**config.mk**
```make
export PLATFORM = sky130hd
export DESIGN_NAME = tx_drain_tracker
export DESIGN_NICKNAME = d
export VERILOG_FILES = /design/src/rtl/tdt_pkg.sv /design/src/rtl/tdt_char_time.sv /design/src/rtl/tdt_deadline.sv /design/src/rtl/tdt_flags.sv /design/src/rtl/tx_drain_tracker.sv
export SDC_FILE = /design/constraint.sdc
export NUM_CORES = 1
export LEC_CHECK = 0
export BUFFER_PORTS_ARGS = -buffer_cell sky130_fd_sc_hd__buf_2
export CAP_MARGIN = 10
export CORE_ASPECT_RATIO = 1.25
export CORE_MARGIN = 3
export CORE_UTILIZATION = 51
export DETAILED_ROUTE_END_ITERATION = 8
export PLACE_DENSITY = 0.72
export SLEW_MARGIN = 20
export SYNTH_ARGS = -nofsm -noshare
export SYNTH_HDL_FRONTEND = slang
export SYNTH_HIERARCHICAL = 1
export SYNTH_SLANG_ARGS = --single-unit
```
**constraint.sdc**
```tcl
create_clock -name clk -period 5.2 [get_ports clk]
set_input_delay 0.52 -clock clk [delete_from_list [all_inputs] [get_ports clk]]
set_output_delay 0.52 -clock clk [all_outputs]
set_load 0.02 [all_outputs]
```
**src/rtl/tdt_pkg.sv**
```systemverilog
`timescale 1ns/1ps
package tdt_pkg;

    typedef enum logic [1:0] {
        DLEN_5 = 2'd0,
        DLEN_6 = 2'd1,
        DLEN_7 = 2'd2,
        DLEN_8 = 2'd3
    } dlen_e;

    typedef struct packed {
        dlen_e data_len;
        logic  parity_en;
        logic  two_stop;
    } line_fmt_t;

    // Events raised by the timing logic for the status flags.
    typedef struct packed {
        logic wr_buf;    // buffered write this cycle
        logic wr_direct; // direct-mode write this cycle
        logic fire;      // completion time reached
        logic ack;       // interrupt identification read
    } tdt_evt_t;

    localparam int MAX_CHAR_BITS = 12;

    // start + data + parity + stop
    function automatic logic [3:0] char_bits(line_fmt_t f);
        return 4'd7 + 4'(f.data_len) + 4'(f.parity_en) + 4'(f.two_stop);
    endfunction

endpackage

```
**src/rtl/tdt_char_time.sv**
```systemverilog
`timescale 1ns/1ps
module tdt_char_time
    import tdt_pkg::*;
#(
    parameter int BIT_CYCLES = 16,
    parameter int CT_W       = $clog2(MAX_CHAR_BITS * BIT_CYCLES + 1)
) (
    input  line_fmt_t       fmt,
    output logic [CT_W-1:0] char_cycles
);

    always_comb begin
        char_cycles = CT_W'(char_bits(fmt)) * CT_W'(BIT_CYCLES);
    end

endmodule

```
**src/rtl/tdt_deadline.sv**
```systemverilog
`timescale 1ns/1ps
module tdt_deadline #(
    parameter int CNT_MAX = 16,
    parameter int CT_W    = 8,
    parameter int TIME_W  = 12
) (
    input  logic            clk,
    input  logic            rst,
    input  logic            wr_buf,
    input  logic            wr_direct,
    input  logic [CT_W-1:0] char_cycles,
    output logic            fire
);

    localparam int CNT_W = $clog2(CNT_MAX + 1);

    logic [CNT_W-1:0]  cnt;
    logic [TIME_W-1:0] elapsed;
    logic [TIME_W-1:0] deadline;
    logic              active;
    logic [CNT_W-1:0]  cnt_inc;
    logic [TIME_W:0]   now_ext;

    assign active  = (cnt != '0);
    assign cnt_inc = (cnt == CNT_W'(CNT_MAX)) ? cnt : cnt + 1'b1;
    assign now_ext = {1'b0, elapsed} + 1'b1;
    assign fire    = active && !wr_buf && !wr_direct && (now_ext >= {1'b0, deadline});

    always_ff @(posedge clk) begin
        if (rst) begin
            cnt      <= '0;
            elapsed  <= '0;
            deadline <= '0;
        end else if (wr_buf) begin
            if (!active) begin
                elapsed  <= '0;
                deadline <= '0;
            end else begin
                elapsed  <= elapsed + 1'b1;
                deadline <= TIME_W'(cnt) * TIME_W'(char_cycles);
            end
            cnt <= cnt_inc;
        end else if (wr_direct) begin
            cnt <= '0;
        end else if (fire) begin
            cnt <= '0;
        end else if (active) begin
            elapsed <= elapsed + 1'b1;
        end
    end

    p_anchor_r4: assert property (@(posedge clk) disable iff (rst)
        (wr_buf && !active) |=> (elapsed == '0 && deadline == '0 && cnt == CNT_W'(1)));

    p_fire_idles_r5: assert property (@(posedge clk) disable iff (rst)
        fire |=> !active);

    p_direct_abandons_r6: assert property (@(posedge clk) disable iff (rst)
        wr_direct |=> !active);

endmodule

```
**src/rtl/tdt_flags.sv**
```systemverilog
`timescale 1ns/1ps
module tdt_flags
    import tdt_pkg::*;
(
    input  logic     clk,
    input  logic     rst,
    input  tdt_evt_t evt,
    output logic     thre,
    output logic     temt,
    output logic     pend
);

    always_ff @(posedge clk) begin
        if (rst) begin
            thre <= 1'b1;
            temt <= 1'b1;
            pend <= 1'b0;
        end else if (evt.wr_buf) begin
            thre <= 1'b0;
            temt <= 1'b0;
            pend <= 1'b0;
        end else if (evt.wr_direct || evt.fire) begin
            thre <= 1'b1;
            temt <= 1'b1;
            pend <= 1'b1;
        end else if (evt.ack) begin
            pend <= 1'b0;
        end
    end

    p_buf_wr_clears_r3: assert property (@(posedge clk) disable iff (rst)
        evt.wr_buf |=> (!thre && !temt && !pend));

    p_direct_sets_r6: assert property (@(posedge clk) disable iff (rst)
        (evt.wr_direct && !evt.wr_buf) |=> (thre && temt && pend));

    p_fire_sets_r5: assert property (@(posedge clk) disable iff (rst)
        evt.fire |=> (thre && temt && pend));

    p_ack_clears_r7: assert property (@(posedge clk) disable iff (rst)
        (evt.ack && !evt.wr_buf && !evt.wr_direct && !evt.fire) |=> !pend);

    p_pair_equal_r8: assert property (@(posedge clk) disable iff (rst)
        thre == temt);

endmodule

```
**src/rtl/tx_drain_tracker.sv**
```systemverilog
`timescale 1ns/1ps
module tx_drain_tracker
    import tdt_pkg::*;
#(
    parameter int BIT_CYCLES = 16,
    parameter int CNT_MAX    = 16
) (
    input  logic       clk,
    input  logic       rst,
    input  logic       wr_stb,
    input  logic       fifo_mode,
    input  logic [1:0] fmt_data_len,
    input  logic       fmt_parity_en,
    input  logic       fmt_two_stop,
    input  logic       irq_id_read,
    output logic       thr_empty,
    output logic       tx_empty,
    output logic       empty_irq_pend
);

    localparam int CT_W   = $clog2(MAX_CHAR_BITS * BIT_CYCLES + 1);
    localparam int TIME_W = $clog2(CNT_MAX * MAX_CHAR_BITS * BIT_CYCLES + 2);

    line_fmt_t       fmt;
    logic [CT_W-1:0] char_cycles;
    tdt_evt_t        evt;
    logic            fire;

    assign fmt = '{data_len: dlen_e'(fmt_data_len),
                   parity_en: fmt_parity_en,
                   two_stop: fmt_two_stop};

    assign evt = '{wr_buf: wr_stb && fifo_mode,
                   wr_direct: wr_stb && !fifo_mode,
                   fire: fire,
                   ack: irq_id_read};

    tdt_char_time #(
        .BIT_CYCLES (BIT_CYCLES),
        .CT_W       (CT_W)
    ) u_char_time (
        .fmt         (fmt),
        .char_cycles (char_cycles)
    );

    tdt_deadline #(
        .CNT_MAX (CNT_MAX),
        .CT_W    (CT_W),
        .TIME_W  (TIME_W)
    ) u_deadline (
        .clk         (clk),
        .rst         (rst),
        .wr_buf      (evt.wr_buf),
        .wr_direct   (evt.wr_direct),
        .char_cycles (char_cycles),
        .fire        (fire)
    );

    tdt_flags u_flags (
        .clk  (clk),
        .rst  (rst),
        .evt  (evt),
        .thre (thr_empty),
        .temt (tx_empty),
        .pend (empty_irq_pend)
    );

endmodule

```
==> results of run 1 <==
kinds of logic after synthesis:
kind of cell	Yosys count	synth area share, %
AO/OA/AOI/OAI	70	14.99
XOR/XNOR	22	5.672
adder cells (fa/ha/maj)	57	24.97
buffers and inverters	65	7.956
flip-flops	31	18.27
multiplexers	11	3.278
other	1	0.1104
AND/OR/NAND/NOR	152	24.75
routing by layer:
layer  track usage (%)  part of all wire (%)
met1             23.92                    44
met2             33.27                    53
met3             2.226                   2.4
met4             4.894                   1.1
met5                 0                     0
metrics by stage:
step                      hold slack [ns]  cell area [um2]  setup WS [ns]  total power [mW]  util (%)
after floorplan                    0.4409             3408         0.6053            0.3203         -
after global routing               0.4875             3583         0.3191            0.5755     56.65
final                              0.4609             3583         0.6027            0.5476     56.65
after global placement             0.4520             3483         0.4396            0.3380     55.06
after detailed placement           0.4534             3483         0.2789            0.3405     55.06
after CTS                          0.4637             3583         0.5952            0.5507     56.65
power breakdown:
group	total, mW	switching, mW	leakage (nW)	internal [mW]
clock	0.211	0.0903	0.0515	0.121
combinational	0.0906	0.0576	1.36	0.0330
sequential	0.246	0.00529	0.250	0.241
cells in the final DEF (no fill, tap or decap), drive strengths merged, types with 12 or more instances in the layout:
| master | count |
|---|---|
| a21oi | 20 |
| and2 | 28 |
| buf | 12 |
| dfxtp | 31 |
| fa | 18 |
| ha | 39 |
| inv | 47 |
| nand2 | 45 |
| nand2b | 15 |
| nand3 | 18 |
| nor2 | 15 |
| o21ai | 12 |
| xnor2 | 14 |
flip-flops by register name, indices dropped and copies added (netlist names):
register             cells
u_deadline/deadline     12
u_deadline/elapsed      12
u_deadline/cnt           5
u_flags/pend             1
u_flags/temt             1
how the worst min path moves through the flow:
stage	end	slack [ns]	cells past startpoint
4_1_cts	u_deadline/deadline[1]	0.46	2
6_report	u_deadline/deadline[9]	0.46	2
5_1_grt	u_deadline/deadline[4]	0.49	2
2_1_floorplan	u_deadline/deadline[6]	0.44	2
3_3_place_gp	u_deadline/deadline[4]	0.45	2
3_5_place_dp	u_deadline/deadline[1]	0.45	2
critical path, delay by kind of cell:
| kind | cells | cell delay (ns) |
|---|---|---|
| AOI/OAI and AO/OA | 4 | 0.57 |
| buffers and inverters | 5 | 0.25 |
| adders and majority gates | 7 | 2.81 |
| and+or+nand+nor | 3 | 0.63 |
area by class of cell:
class	count	area, um2	area share (%)
Clock buffer	8	100.1	2.793
Inverter	47	176.4	4.923
Timing Repair Buffer	12	62.56	1.746
Sequential cell	31	620.6	17.32
Multi-Input combinational cell	316	2517	70.25
Tap cell	85	106.4	2.968
==> run_results.csv, run 1 <==
group,metric,value,unit
sta,max_slew_margin,56.45,%
worst_hold_path,hold_class,"reg2reg",
layout,finalNetCount,479,
sta,report.final.slew_viol_count,0,
grt,grt-ovfl-total,0,
clocking,ctsHoldBuffers,0,
yosys,synth_ff_type,"dfxtp_1",
critical_path,cp_slowest_stage_delay,0.55,ns
yosys,synth_common_cells,"inv_1, nand2_1, ha_1",
detailed_routing,drc,0,
critical_path,rr_worst_depth,13,
critical_path,critPathLaunchType,"primary input",
detailed_routing,firstDrtPassIters,5,
floorplanning,num_rows,32,
clocking,clkSinkCount,31,
layout,diodes,0,
yosys,ys_seq_area_share,18.27,%
clocking,cts-root-buf,"clkbuf_8",
yosys,synth_top_area_share,18.27,%
floorplanning,dieHeight,97.25,um
yosys,syn_area_per_cell,8.306,um2
clocking,clockBufferDepth,2,
critical_path,crit_path_end_kind,"flip-flop",
layout,syn2layout_area_growth,5.488,%
grt,grt_max_degree,26,
clocking,insertion_delay,0.28,ns
critical_path,critPathMaxFanout,5,
critical_path,crit_end,"u_deadline/deadline[11]",
placed_design,dp_cells,491,
placed_design,port_buffers,11,
sta,tns,0,ns
sta,finalSetupViolCount,0,
layout,n_fill_cell,601,
clocking,cts_setup_buffers,0,
sta,worstMarginPinSlew,0.6368,ns
power,p_leak,1.658,nW
sta,fin_skew,0.004646,ns
critical_path,critPathKind,"in2reg",
yosys,yosysWarnings,6,
yosys,syn-instance-count,409,
clocking,cts-buffers-inserted,5,
sta,period_minus_slack,4.597,ns
detailed_routing,vias,2727,
critical_path,startpoint,"fmt_two_stop",
critical_path,reg2reg_to,"u_deadline/deadline[11]",
yosys,synth_edf_count,0,
floorplanning,start_util,53.70,%
critical_path,rr_startpoint,"u_deadline/cnt[2]",
clocking,clk_pin_slew,0.07,ns
floorplanning,die_w,79.00,um
clocking,cts-htree-levels,2,
status,status,"finished, final reports clean",
floorplanning,core,6326,um2
clocking,cts.repair.resized,0,
detailed_routing,avgRoutedWirePerCell,13.53,um
grt,grt_antenna_before_repair,0,
clocking,cts_tree,"built",
grt,grt_pass1_vias,2632,
placed_design,dpl.hpwl,5353,um
yosys,yosysMostFrequentCell,"inv_1",
power,vdd_ir_drop_max,0.09715,mV
critical_path,worstPathCellList,"buf_2 -> inv_1 -> ha_1 -> inv_1 -> ha_1 -> fa_1 -> and2_1 -> fa_1 -> fa_1 -> inv_1 -> fa_1 -> inv_1 -> ha_1 -> nand2_1 -> o21ai_0 -> a31o_2 -> a21oi_1 -> or3_1 -> o311ai_0",
yosys,synth-seq-cells,31,
grt,grt_pass1_wl,12000,um
critical_path,slowest_stage,"fa_1",
detailed_routing,dr.first_iter.drc_count,71,
yosys,async_reset_ff_share,0,%
sta,hold_viol_final,0,
yosys,synth.area.top_cells,"dfxtp_1, ha_1, fa_1",
floorplanning,ioPinCount,12,
detailed_routing,final_antenna_net_count,0,
critical_path,crit_arrival,4.77,ns
layout,drive_gt1_share,8.696,%
sta,grt_setup_unrepaired,"no",
yosys,ys_types,58,
grt,grt_use_total,18.83,%
run,maxCapViolCount,0,
detailed_routing,finalWirelength,6752,um
detailed_routing,viasPerCell,5.465,
critical_path,cp_data_required_time,5.37,ns
critical_path,reg2reg_slack,1.31,ns
power,power_density,152.8,nW/um2
yosys,yosysTopAreaCell,"dfxtp_1",
worst_hold_path,worstHoldStart,"u_deadline/deadline[9]",
sta,period_share,88.41,%
placed_design,gp_congestion,0.8944,
sta,max_freq,0.2175,GHz
floorplanning,die_area,7682,um2
yosys,synth_area,3397,um2
layout,finalNonFillerCells,499,
No activity file was read; power rests on OpenSTA's default activity.
==> run 2: changes to the inputs <==
- ABC_AREA: unset -> 1
- CELL_PAD_IN_SITES_DETAIL_PLACEMENT: unset -> 1
- CELL_PAD_IN_SITES_GLOBAL_PLACEMENT: unset -> 1
- CORE_UTILIZATION: 51 -> 46
- PLACE_DENSITY: 0.72 -> 0.81
==> run 2 against run 1 <==
  * Register-to-register slack better by 0.15 ns
  * Routed wire length is 14% higher
  * Sequential share of layout area up 0.59 points
  * Critical path depth increased by 2
  * Design area fell by 3.3%
  * Highest routed layer unchanged
==> run_results.csv, run 2 <==
group,metric,value,unit
layout,layout_commonest_cell,"nand2_1",
grt,grt_antenna_before_repair,0,
floorplanning,start_util,48.75,%
layout,finalNetCount,559,
placed_design,gp_congestion,0.8830,
power,p_leak,1.991,nW
detailed_routing,dr.first_iter.drc_count,29,
sta,grt_setup_unrepaired,"no",
sta,report.final.slew_viol_count,0,
grt,grt_pass1_wl,13680,um
layout,multi_input_area,2153,um2
yosys,synth_compound_area_share,10.22,%
placed_design,dp_cells,573,
yosys,yosysMostFrequentCell,"nand2_1",
layout,finalNonFillerCells,581,
yosys,async_reset_ff_share,0,%
layout,regArea,620.6,um2
grt,grt_max_degree,18,
sta,finalSetupViolCount,0,
clocking,clkSinkCount,31,
detailed_routing,met3_length,93,um
detailed_routing,finalWirelength,7726,um
power,total_power,1.808,mW
clocking,cts-htree-levels,2,
yosys,synthAdderAreaFrac,25.86,%
power,internal-power,0.8530,mW
floorplanning,die_area,8188,um2
grt,grt_pass1_vias,3081,
detailed_routing,wl_met1,3121,um
detailed_routing,firstDrtPassIters,4,
layout,reg_top3,"u_deadline/deadline: 12 flops, u_deadline/elapsed: 12 flops, u_deadline/cnt: 5 flops",
layout,drive_gt1_share,7.692,%
yosys,synth.area.top_cells,"dfxtp_1, ha_1, nand2_1",
grt,grt_use_total,21.27,%
yosys,synth_xor_area_share,3.471,%
floorplanning,die_w,81.54,um
yosys,synth_top_family_by_area,"adder cells",
detailed_routing,vias,2857,
sta,max_slew_margin,62.46,%
sta,period_share,86.30,%
critical_path,critPathLaunchType,"primary input",
clocking,cts-root-buf,"clkbuf_8",
critical_path,cp_data_required_time,5.36,ns
critical_path,critPathMaxFanout,5,
placed_design,dpl.hpwl,6557,um
sta,period_minus_slack,4.488,ns
yosys,yosysTopAreaCell,"dfxtp_1",
critical_path,critPathMostFrequentCell,"inv_1",
detailed_routing,route.met2.wl,4409,um
layout,layout_common_cells,"nand2_1, inv_1, nor2_1",
grt,grt-ovfl-total,0,
worst_hold_path,worstHoldStart,"u_flags/pend",
floorplanning,ioPinCount,12,
detailed_routing,viasPerCell,4.917,
placed_design,pre_cts_ws,0.3920,ns
sta,worstMarginPinSlew,0.5583,ns
worst_hold_path,hold_class,"reg2reg",
clocking,cts-buffers-inserted,5,
power,power_density,522.0,nW/um2
detailed_routing,final_antenna_net_count,0,
detailed_routing,avgRoutedWirePerCell,13.30,um
clocking,cts_setup_buffers,0,
yosys,synth_edf_count,0,
critical_path,rr_startpoint,"u_deadline/cnt[2]",
critical_path,crit_arrival,4.65,ns
power,vdd_ir_drop_max,0.1794,mV
yosys,synth_area,3281,um2
detailed_routing,drc,0,
power,combPwrFrac,66.6,%
yosys,ys_types,40,
yosys,synth-seq-cells,31,
layout,diodes,0,
sta,hold_viol_final,0,
clocking,clk_pin_slew,0.07,ns
clocking,cts.repair.resized,0,
floorplanning,dieHeight,100.4,um
sta,fin_skew,0.004944,ns
power,p_sw_share,52.83,%
sta,fin_ws,0.7124,ns
yosys,synth_ff_type,"dfxtp_1",
layout,utilization,51.48,%
critical_path,worstPathCellList,"buf_2 -> inv_1 -> ha_1 -> inv_1 -> ha_1 -> fa_1 -> nand2_1 -> inv_1 -> fa_1 -> fa_1 -> inv_1 -> fa_1 -> inv_1 -> ha_1 -> inv_1 -> o21ai_0 -> a31oi_1 -> nand2_1 -> or2_2 -> nand3_1 -> a21oi_1",
sta,tns,0,ns
status,status,"finished, final reports clean",
clocking,ctsHoldBuffers,0,
yosys,synth_common_cells,"nand2_1, inv_1, nor2_1",
power,power_frac_clock,10.1,%
floorplanning,core,6730,um2
clocking,cts_tree,"built",
clocking,clockBufferDepth,2,
critical_path,reg2reg_slack,1.46,ns
sta,max_freq,0.2228,GHz
power,share_seq_of_total_power,23.3,%
layout,syn2layout_area_growth,5.606,%
detailed_routing,dr.max_layer_used,"met4",
yosys,synth_top_area_share,18.92,%
placed_design,port_buffers,11,
critical_path,slowest_stage,"fa_1",
yosys,yosysWarnings,6,
power,p_switching,0.9554,mW
layout,n_fill_cell,951,
yosys,syn_area_per_cell,6.764,um2
critical_path,cp_slowest_stage_delay,0.58,ns
critical_path,critPathKind,"in2reg",
critical_path,startpoint,"fmt_two_stop",
clocking,insertion_delay,0.28,ns
critical_path,crit_path_end_kind,"flip-flop",
run,maxCapViolCount,0,
floorplanning,num_rows,33,
yosys,synth.area.mux_share,0,%
yosys,yosys.area_share.simple,25.63,%
yosys,syn-instance-count,485,
yosys,ys_seq_area_share,18.92,%
## run 2: cell count changes after synthesis, sizes merged, moves of 4 or more
cell    delta
nor3       -7
xnor2     -13
nor2      +36
inv       +66
o21ai      +7
o32ai      -5
and2      -28
clkbuf     -5
mux2i     -10
xor2       +4
nand2b    -15
nand2     +71
a21oi      +6
## run 2: power groups by stage
stage	combinational, mW	clock, mW	sequential [mW]
after floorplan	0.985	0	0.380
after global placement	1.14	0	0.422
after detailed placement	1.20	0	0.427
after CTS	1.21	0.188	0.422
after global routing	1.42	0.199	0.435
final	1.21	0.182	0.421
## run 2: final timing paths
check / to / cells after the start
worst max-delay path: u_deadline/deadline[10] / 21
worst min-delay path: u_flags/pend / 2
worst max register to register: u_deadline/deadline[10] / 15
worst min register to register: u_flags/pend / 2
## run 2: cell type report
class | instances | area share [%]
inverter | 116 | 12.64
clock buffer | 7 | 2.203
timing repair buffer | 12 | 1.806
multi-input combinational | 327 | 62.15
clock inverter | 1 | 0.1445
tap | 87 | 3.142
sequential | 31 | 17.91
## run 2: routing by layer
metal  GRT usage [%]  vias up
met2           43.48       18
met1           21.63     1348
met4           5.462        0
li1                -     1483
met5               0        -
met3           2.693        8
## run 2: worst max-delay path, delay by kind of cell
kind | cells | cell delay (ns)
and+or+nand+nor | 4 | 0.49
AOI/OAI and AO/OA | 3 | 0.33
adders and majority gates | 7 | 2.88
buffers and inverters | 7 | 0.44
## run 2: cells by family after synthesis
group | after synthesis
other | 1
flip-flops | 31
AO/OA/AOI/OAI | 60
adder cells (fa/ha/maj) | 57
buffers and inverters | 130
XOR/XNOR | 13
AND/OR/NAND/NOR | 193
## run 2: per-stage QoR
| stage | cell area, um2 | hold slack [ns] |
|---|---|---|
| detailed placement | 3383 | 0.4569 |
| floorplan | 3292 | 0.4393 |
| global placement | 3383 | 0.4437 |
| CTS | 3465 | 0.4718 |
| finish | 3465 | 0.4663 |
| global route | 3465 | 0.4906 |
